**src/rtl/flash_probe_pkg.sv**
```systemverilog
package flash_probe_pkg;

  localparam logic [7:0]  CMD_READ_ID    = 8'h90;
  localparam logic [7:0]  CMD_READ_ARRAY = 8'hFF;
  localparam logic [7:0]  WIDE_PART_HI   = 8'hB0;
  localparam logic [15:0] ID_SMALL_PART  = 16'h89A6;
  localparam logic [15:0] ID_LARGE_PART  = 16'hB0D4;
  localparam int          CMD_OFFSET     = 32'h8000;

  typedef enum logic [1:0] {
    ADDR_CMD,
    ADDR_FIRST,
    ADDR_SECOND
  } addrSel_e;

  typedef struct packed {
    logic     busWr;
    logic     busRd;
    addrSel_e addrSel;
    logic     exitCmd;
    logic     capFirst;
    logic     capSecond;
    logic     clrResult;
    logic     publish;
  } probeStrobe_t;

  typedef enum logic [3:0] {
    ST_LAUNCH,
    ST_IDLE,
    ST_ENTER,
    ST_SETTLE,
    ST_RD_FIRST,
    ST_CAP_FIRST,
    ST_RD_SECOND,
    ST_CAP_SECOND,
    ST_EXIT
  } probeState_e;

endpackage

```
**src/rtl/flash_probe_ctrl.sv**
```systemverilog
module flash_probe_ctrl
  import flash_probe_pkg::*;
#(
  parameter int DELAY_CYCLES = 750
) (
  input  logic         clk,
  input  logic         rstN,
  input  logic         startPulse,
  output probeStrobe_t strobe
);

  localparam int CNT_W = (DELAY_CYCLES > 1) ? $clog2(DELAY_CYCLES) : 1;
  localparam logic [CNT_W-1:0] LAST_WAIT = CNT_W'(DELAY_CYCLES - 1);

  probeState_e state, stateNext;
  logic [CNT_W-1:0] waitCnt;

  always_comb begin
    strobe    = '0;
    stateNext = state;
    case (state)
      ST_LAUNCH: begin
        strobe.clrResult = 1'b1;
        stateNext        = ST_ENTER;
      end
      ST_IDLE: begin
        if (startPulse) begin
          strobe.clrResult = 1'b1;
          stateNext        = ST_ENTER;
        end
      end
      ST_ENTER: begin
        strobe.busWr   = 1'b1;
        strobe.addrSel = ADDR_CMD;
        stateNext      = ST_SETTLE;
      end
      ST_SETTLE: begin
        if (waitCnt == LAST_WAIT) stateNext = ST_RD_FIRST;
      end
      ST_RD_FIRST: begin
        strobe.busRd   = 1'b1;
        strobe.addrSel = ADDR_FIRST;
        stateNext      = ST_CAP_FIRST;
      end
      ST_CAP_FIRST: begin
        strobe.capFirst = 1'b1;
        stateNext       = ST_RD_SECOND;
      end
      ST_RD_SECOND: begin
        strobe.busRd   = 1'b1;
        strobe.addrSel = ADDR_SECOND;
        stateNext      = ST_CAP_SECOND;
      end
      ST_CAP_SECOND: begin
        strobe.capSecond = 1'b1;
        stateNext        = ST_EXIT;
      end
      ST_EXIT: begin
        strobe.busWr   = 1'b1;
        strobe.addrSel = ADDR_CMD;
        strobe.exitCmd = 1'b1;
        strobe.publish = 1'b1;
        stateNext      = ST_IDLE;
      end
      default: stateNext = ST_IDLE;
    endcase
  end

  always_ff @(posedge clk) begin
    if (!rstN) begin
      state   <= ST_LAUNCH;
      waitCnt <= '0;
    end else begin
      state <= stateNext;
      if (state == ST_SETTLE) waitCnt <= waitCnt + 1'b1;
      else                    waitCnt <= '0;
    end
  end

endmodule

```
**src/rtl/flash_probe_datapath.sv**
```systemverilog
module flash_probe_datapath
  import flash_probe_pkg::*;
#(
  parameter int ADDR_W = 22
) (
  input  logic              clk,
  input  logic              rstN,
  input  probeStrobe_t      strobe,
  input  logic [7:0]        flashRdData,
  output logic [ADDR_W-1:0] flashAddr,
  output logic [7:0]        flashWrData,
  output logic              flashWrEn,
  output logic              flashRdEn,
  output logic [15:0]       devId,
  output logic              idValid,
  output logic              idUnsupported,
  output logic              sizeIs4M
);

  localparam logic [ADDR_W-1:0] CMD_ADDR  = ADDR_W'(CMD_OFFSET);
  localparam logic [ADDR_W-1:0] NEAR_ADDR = ADDR_W'(1);
  localparam logic [ADDR_W-1:0] FAR_ADDR  = ADDR_W'(2);
  localparam int NUM_PARTS = 2;

  logic [7:0]  firstByte, secondByte;
  logic [15:0] assembledId;
  logic [NUM_PARTS-1:0] partHit;

  assign assembledId = {firstByte, secondByte};

  genvar g;
  generate
    for (g = 0; g < NUM_PARTS; g++) begin : g_part
      localparam logic [15:0] PART_ID = (g == 0) ? ID_SMALL_PART : ID_LARGE_PART;
      assign partHit[g] = (assembledId == PART_ID);
    end
  endgenerate

  always_comb begin
    case (strobe.addrSel)
      ADDR_CMD:    flashAddr = CMD_ADDR;
      ADDR_SECOND: flashAddr = (firstByte == WIDE_PART_HI) ? FAR_ADDR : NEAR_ADDR;
      default:     flashAddr = '0;
    endcase
  end

  assign flashWrData = strobe.exitCmd ? CMD_READ_ARRAY : CMD_READ_ID;
  assign flashWrEn   = strobe.busWr;
  assign flashRdEn   = strobe.busRd;

  always_ff @(posedge clk) begin
    if (!rstN) begin
      firstByte     <= '0;
      secondByte    <= '0;
      devId         <= '0;
      idValid       <= 1'b0;
      idUnsupported <= 1'b0;
      sizeIs4M      <= 1'b0;
    end else begin
      if (strobe.capFirst)  firstByte  <= flashRdData;
      if (strobe.capSecond) secondByte <= flashRdData;
      if (strobe.clrResult) begin
        devId         <= '0;
        idValid       <= 1'b0;
        idUnsupported <= 1'b0;
        sizeIs4M      <= 1'b0;
      end else if (strobe.publish) begin
        devId         <= assembledId;
        idValid       <= |partHit;
        idUnsupported <= ~|partHit;
        sizeIs4M      <= partHit[1];
      end
    end
  end

endmodule

```
**src/rtl/flash_id_probe.sv**
```systemverilog
module flash_id_probe
  import flash_probe_pkg::*;
#(
  parameter int ADDR_W       = 22,
  parameter int DELAY_CYCLES = 750
) (
  input  logic              clk,
  input  logic              rstN,
  input  logic              startPulse,
  output logic [ADDR_W-1:0] flashAddr,
  output logic [7:0]        flashWrData,
  output logic              flashWrEn,
  output logic              flashRdEn,
  input  logic [7:0]        flashRdData,
  output logic [15:0]       devId,
  output logic              idValid,
  output logic              idUnsupported,
  output logic              sizeIs4M
);

  probeStrobe_t strobe;

  flash_probe_ctrl #(
    .DELAY_CYCLES(DELAY_CYCLES)
  ) ctrl_i (
    .clk       (clk),
    .rstN      (rstN),
    .startPulse(startPulse),
    .strobe    (strobe)
  );

  flash_probe_datapath #(
    .ADDR_W(ADDR_W)
  ) dp_i (
    .clk          (clk),
    .rstN         (rstN),
    .strobe       (strobe),
    .flashRdData  (flashRdData),
    .flashAddr    (flashAddr),
    .flashWrData  (flashWrData),
    .flashWrEn    (flashWrEn),
    .flashRdEn    (flashRdEn),
    .devId        (devId),
    .idValid      (idValid),
    .idUnsupported(idUnsupported),
    .sizeIs4M     (sizeIs4M)
  );

endmodule

```
**config.mk**
```make
export PLATFORM = sky130hd
export DESIGN_NAME = flash_id_probe
export DESIGN_NICKNAME = d
export VERILOG_FILES = /design/src/rtl/flash_probe_pkg.sv /design/src/rtl/flash_probe_ctrl.sv /design/src/rtl/flash_probe_datapath.sv /design/src/rtl/flash_id_probe.sv
export SDC_FILE = /design/constraint.sdc
export NUM_CORES = 1
export LEC_CHECK = 0
export ABC_AREA = 1
export ABC_CLOCK_PERIOD_IN_PS = 1600
export BUFFER_PORTS_ARGS = -buffer_cell sky130_fd_sc_hd__buf_2
export CAP_MARGIN = 20
export CORE_ASPECT_RATIO = 0.6
export CORE_MARGIN = 2
export CORE_UTILIZATION = 52
export CTS_CLUSTER_DIAMETER = 80
export CTS_CLUSTER_SIZE = 10
export DETAILED_ROUTE_END_ITERATION = 10
export GPL_ROUTABILITY_DRIVEN = 0
export PLACE_DENSITY = 0.86
export SYNTH_ARGS = -nofsm -noshare
export SYNTH_HDL_FRONTEND = slang
export SYNTH_SLANG_ARGS = --single-unit
```
**constraint.sdc**
```tcl
create_clock -name clk -period 1.6 [get_ports clk]
set_input_delay 0.24 -clock clk [delete_from_list [all_inputs] [get_ports clk]]
set_output_delay 0.24 -clock clk [all_outputs]
set_load 0.02 [all_outputs]
```
==> results of run 1 <==
[layer usage]
layer,global-route usage,part of all wire
met1,0.314,0.45
met5,0,0
met3,0.0508,0.10
met2,0.297,0.44
met4,0.0661,0.010
[flip-flops by register name, indices dropped and copies added (netlist names)]
signal,cells
ctrl_i.state,4
dp_i.secondByte,8
dp_i.firstByte,8
dp_i.sizeIs4M,1
ctrl_i.waitCnt,10
dp_i.idUnsupported,1
dp_i.idValid,1
dp_i.devId,16
[worst max-delay path by stage]
stage / startpoint / endpoint / slack (ns) / depth (start not counted)
4_1_cts: ctrl_i.state[1] / flashWrData[1] / -0.0004 / 5
3_3_place_gp: ctrl_i.state[3] / flashWrData[3] / 0.23 / 4
5_1_grt: ctrl_i.state[0] / flashAddr[1] / -0.1 / 5
6_report: ctrl_i.state[0] / flashAddr[1] / -0.04 / 5
2_1_floorplan: ctrl_i.state[3] / ctrl_i.state[0] / 0.19 / 9
3_5_place_dp: ctrl_i.state[1] / flashWrData[6] / 0.18 / 5
[kinds of logic after synthesis]
family | count (synthesis) | synth area share
AOI/OAI and AO/OA | 53 | 0.120
xor gates and xnor gates | 2 | 0.00765
adders and majority gates | 2 | 0.0109
buffers and inverters | 68 | 0.172
DFF | 49 | 0.428
other | 2 | 0.00328
and+or+nand+nor | 142 | 0.257
[cell usage after synthesis]
cell,n,share of area
o31ai_1,1,0.0033
dfxtp_1,49,0.43
ha_1,2,0.011
buf_2,1,0.0022
conb_1,2,0.0033
nand3_1,9,0.020
clkbuf_8,1,0.0060
o21ai_0,19,0.042
nand3_2,1,0.0044
nor3_1,5,0.011
inv_2,3,0.0049
nor2_1,51,0.084
a21oi_1,31,0.068
xor2_1,1,0.0038
nor3_4,1,0.0071
nand2_1,67,0.11
inv_1,31,0.051
buf_6,3,0.015
o21ai_1,1,0.0022
or2_2,1,0.0027
nor2_2,3,0.0082
nand4_1,1,0.0027
nand2_2,3,0.0082
clkbuf_1,1,0.0016
xnor2_1,1,0.0038
buf_4,28,0.092
o211ai_2,1,0.0055
[critical path, cell delays in order (launching register included)]
cell	delay [ns]
dfxtp_2	0.34
buf_4	0.14
nor2_2	0.14
nand2_1	0.13
nor3_2	0.17
buf_4	0.18
[metrics by stage]
step / TNS (ns) / instances
floorplan: 0 / 337
global placement: 0 / 405
detailed placement: 0 / 405
CTS: -0.000704 / 423
global route: -0.379 / 423
finish: -0.0368 / 423
[area by class of cell]
| cell class | count | area share |
|---|---|---|
| flip-flops and latches | 49 | 0.369 |
| well taps | 60 | 0.0280 |
| inverters | 34 | 0.0486 |
| clock buffers | 5 | 0.0257 |
| repair buffers | 52 | 0.141 |
| clock inverters | 3 | 0.00841 |
| multi-input cells | 220 | 0.379 |
[repair_timing]
item                       4_1_cts  5_1_grt
hold endpoints to repair         0        0
pin swaps                        1        1
resized for setup               16       21
gates cloned                     1        0
buffers inserted                 9        0
hold buffers                     0        0
setup endpoints to repair        8        9
[report_power, final]
part | internal (W) | switching [W]
logic | 0.000146 | 0.000278
clock network | 0.000307 | 0.000422
registers | 0.00125 | 0.0000313
==> flow_summary.toml, run 1 <==
[clocking]
cts_tree = "done"
worst_setup_hold_path_clk_slew_ns = 0.09
cts_num_sinks = 49
cts-root-buf = "clkbuf_8"
max-clock-path-buffers = 2
h-tree-depth = 2
clk_latency_ns = 0.31
cts_buffers = 5

[min_path]
min_to = "dp_i.secondByte[0]"
min_path_type = "in -> reg"
min-delay-start = "flashRdData[0]"
hold_depth = 3

[floorplanning]
floorplan.die.width_um = 89.7
core_area_mm2 = 0.00417
fp.dieArea_mm2 = 0.00497
initial_utilization = 0.550
io_pins = 62
std_cell_rows = 18
die_h_um = 55.4

[timing]
timing.final.ws_setup_ns = -0.0368
finalCritPeriodShare = 1.02
period_needed_ns = 1.64
setup_viol = 1
finalClockSkew_ns = 0.0160
fmaxAchievable_mhz = 611
rsz0062_at_grt = "yes"
finalMaxSlewViolations = 0
whs_ns = 0.191
final_hold_viol_count = 0

[placement]
placement.io_buffers = 40
place_hpwl_um = 3560
placed_area_mm2 = 0.00238
detailedPlace.worstSlack_ns = 0.183

[run_status]
violated_checks = "negative setup slack"
outcome = "complete, but fails checks"

[routing]
drt-initial-drc-count = 197
firstDrtPassIters = 5
route.detailed.wl_per_inst_um = 12.1
drt-total-wl_um = 5120
postRouteAntennaNets = 0
vias = 2071
post_route_drc = 0
avgViaCountPerCell = 4.90

[synth]
synth.yosys.seq_area_share = 0.428
netlist_area_mm2 = 0.00229
syn-mean-instance-area_um2 = 7.20
synth.ff_latch_count = 49
yosys_warnings = 0
synth.lib_cells_used.distinct = 27
netlist_instances = 318

[critical_path]
worst_r2r_endpoint = "dp_i.firstByte[2]"
worstPathMaxFanout = 3
setup.reg_to_reg.worst_slack_ns = 0.13
critPathCaptureType = "output pin"
timing_worst_setup_path_type = "reg -> out"
cp_data_arrival_time_ns = 1.40
worstSetupStartpointType = "flip-flop"
worst_r2r_path_depth = 6
regToRegStartpoint = "ctrl_i.state[0]"
worst-endpoint-required_ns = 1.36

[finish]
highest_count_cells_in_the_layout_ignoring_fill_and_taps = "nand2_1 (65), nor2_1 (47), dfxtp_1 (43)"
layout.cell_area.non_filler_mm2 = 0.00268
areaGrowthSynthToFinish_pct = 16.9
layout.cells.most_common = "nand2_1"
antenna-diode-count = 0
seq_area_um2 = 988
fin_nets = 375
multiInputGateArea_mm2 = 0.00102
final.fill_count = 374
post-route-util = 0.643
layout-drive-gt1-share = 0.242

[global_routing]
grt_start_max_net_pins = 21
grt_antenna_before_repair = 0
grt_pass1_wl_um = 8140
number_of_global_route_vias_before_repair = 1772
globalRouteTotalUtil = 0.211
overflow = 0

[pwr]
leakage_nw = 1.14
irDropWorstVdd_v = 0.000446
fin_total_pwr_w = 0.00244
power.density_mw_per_mm2 = 910

[flow_run]
max-cap-violations = 0
Note: power is estimated with default switching activity, not from simulation.
==> run 2: changes to the inputs <==
--- a/config.mk
+++ b/config.mk
@@ -9,14 +9,16 @@
 export ABC_CLOCK_PERIOD_IN_PS = 1600
 export BUFFER_PORTS_ARGS = -buffer_cell sky130_fd_sc_hd__buf_2
 export CAP_MARGIN = 20
+export CELL_PAD_IN_SITES_DETAIL_PLACEMENT = 0
+export CELL_PAD_IN_SITES_GLOBAL_PLACEMENT = 1
 export CORE_ASPECT_RATIO = 0.6
 export CORE_MARGIN = 2
-export CORE_UTILIZATION = 52
+export CORE_UTILIZATION = 36
 export CTS_CLUSTER_DIAMETER = 80
 export CTS_CLUSTER_SIZE = 10
 export DETAILED_ROUTE_END_ITERATION = 10
 export GPL_ROUTABILITY_DRIVEN = 0
-export PLACE_DENSITY = 0.86
+export PLACE_DENSITY = 0.85
 export SYNTH_ARGS = -nofsm -noshare
 export SYNTH_HDL_FRONTEND = slang
 export SYNTH_SLANG_ARGS = --single-unit
==> run 2 against run 1 <==
The run now ends clean. Non-clock buffer count decreased by 3. Sequential share of layout area decreased by 0.15 points. Global-route usage decreased by 5.3 points. First-iteration DRC count decreased by 46%. Final area increased by 0.65%. Combinational power decreased by 9.6%. Critical endpoint is now flashWrData[3].
==> flow_summary.toml, run 2 (synthesized netlist as in run 1, its figures left out) <==
[run_status]
outcome = "finished clean"

[critical_path]
worst_r2r_endpoint = "dp_i.firstByte[3]"
regToRegStartpoint = "ctrl_i.state[0]"
worst-endpoint-required_ns = 1.36
critPathCaptureType = "output pin"
timing_worst_setup_path_type = "reg -> out"
worstSetupStartpointType = "flip-flop"
worst_r2r_path_depth = 7
cp_data_arrival_time_ns = 1.29
worstPathMaxFanout = 7
critical-path-max-stage-delay_ns = 0.36
setup.reg_to_reg.worst_slack_ns = 0.17
crit_chain = "inv_4 > nand2_2 > nor3_4 > buf_12 > buf_4"
timing.critical_path.slowest_stage_cell = "dfxtp_2"
critical_path_launch_point = "ctrl_i.state[1]"
cp-endpoint = "flashWrData[3]"

[routing]
drt-total-wl_um = 5070
vias = 1933
route.detailed.wl_per_inst_um = 11.4
postRouteAntennaNets = 0
drt-initial-drc-count = 107
avgViaCountPerCell = 4.35
post_route_drc = 0
firstDrtPassIters = 4

[timing]
fmaxAchievable_mhz = 652
finalClockSkew_ns = 0.0169
setup_viol = 0
finalCritPeriodShare = 0.958
final_hold_viol_count = 0
period_needed_ns = 1.53
timing.final.ws_setup_ns = 0.0673
rsz0062_at_grt = "yes"
finalMaxSlewViolations = 0

[placement]
place_hpwl_um = 3660
detailedPlace.worstSlack_ns = 0.217
placed_area_mm2 = 0.00243
placement.io_buffers = 40

[floorplanning]
die_h_um = 65.8
fp.dieArea_mm2 = 0.00704
std_cell_rows = 22
initial_utilization = 0.373
io_pins = 62
floorplan.die.width_um = 107
core_area_mm2 = 0.00614

[flow_run]
max-cap-violations = 0

[clocking]
max-clock-path-buffers = 2
postCtsHoldBufs = 0
h-tree-depth = 2
worst_setup_hold_path_clk_slew_ns = 0.10
cts_tree = "done"
cts-root-buf = "clkbuf_8"
clk_latency_ns = 0.31
cts_buffers = 5
cts_num_sinks = 49

[finish]
largest_register_ff_count = 16
areaGrowthSynthToFinish_pct = 17.7
highest_count_cells_in_the_layout_ignoring_fill_and_taps = "nand2_1 (65), nor2_1 (47), dfxtp_1 (43)"
final.fill_count = 666
layout.cell_area.non_filler_mm2 = 0.00270
antenna-diode-count = 0
reg_top3 = "dp_i.devId (16), ctrl_i.waitCnt (10)"
multiInputGateArea_mm2 = 0.00103
largest-register = "dp_i.devId"
fin_nets = 372
layout-drive-gt1-share = 0.239
layout.cells.most_common = "nand2_1"
seq_area_um2 = 991

[min_path]
min_path_type = "in -> reg"

[global_routing]
grt_start_max_net_pins = 21
number_of_global_route_vias_before_repair = 1742
overflow = 0
grt_antenna_before_repair = 0
globalRouteTotalUtil = 0.158
grt_pass1_wl_um = 8610

[pwr]
irDropWorstVdd_v = 0.000338
power.density_mw_per_mm2 = 955
leakage_nw = 1.15
run 2: worst max-delay path, delay by kind of cell (launching register included):
kind | cells | cell delay [ns]
flops | 1 | 0.36
buf+inv | 3 | 0.36
simple gates | 2 | 0.27
run 2: cell type report:
cell class,instances,share of cell area
Inverter,34,0.0501
Clock inverter,3,0.0162
Sequential cell,49,0.368
Multi-Input combinational cell,220,0.381
Timing Repair Buffer,49,0.121
Clock buffer,5,0.0255
Tap cell,84,0.0390
run 2: what timing repair did:
item / CTS / global route
buffers inserted: 6 / 0
endpoints found under the setup margin: 8 / 9
pin swaps: 1 / 2
gates cloned: 1 / 0
resized for setup: 14 / 18
run 2: worst min-delay path by stage:
stage | from | end | slack (ns) | depth (start not counted)
after floorplan | flashRdData[0] | dp_i.secondByte[0] | 0.37 | 2
after global placement | dp_i.devId[7] | dp_i.devId[7] | 0.45 | 2
after detailed placement | dp_i.devId[1] | dp_i.devId[1] | 0.45 | 2
after CTS | flashRdData[0] | dp_i.secondByte[0] | 0.17 | 3
after global routing | flashRdData[0] | dp_i.secondByte[0] | 0.17 | 3
final | flashRdData[0] | dp_i.secondByte[0] | 0.17 | 3
run 2: through the flow:
step                      TNS, ns  total power (W)  utilization  cells  hold slack [ns]
after floorplan                 0          0.00160            -    337            0.375
after global placement          0          0.00164        0.395    429            0.447
after detailed placement        0          0.00164        0.395    429            0.453
after CTS                       0          0.00258        0.431    444            0.169
after global routing      -0.0473          0.00271        0.439    444            0.171
final                           0          0.00257        0.439    444            0.171
run 2: per-layer routing:
layer / wire [um] / up-vias / global-route usage
li1: - / 1034 / -
met1: 2690 / 841 / 0.238
met2: 2020 / 51 / 0.223
met3: 303 / 7 / 0.0345
met4: 61 / 0 / 0.0471
met5: 0 / - / 0
run 2: power breakdown:
| part | internal (W) | total, W | leakage, nW | switching (W) |
|---|---|---|---|---|
| Clock | 0.000469 | 0.000898 | 0.0585 | 0.000429 |
| Combinational | 0.000119 | 0.000384 | 0.698 | 0.000265 |
| Sequential | 0.00125 | 0.00129 | 0.398 | 0.0000405 |
| Total | 0.00184 | 0.00257 | 1.15 | 0.000735 |
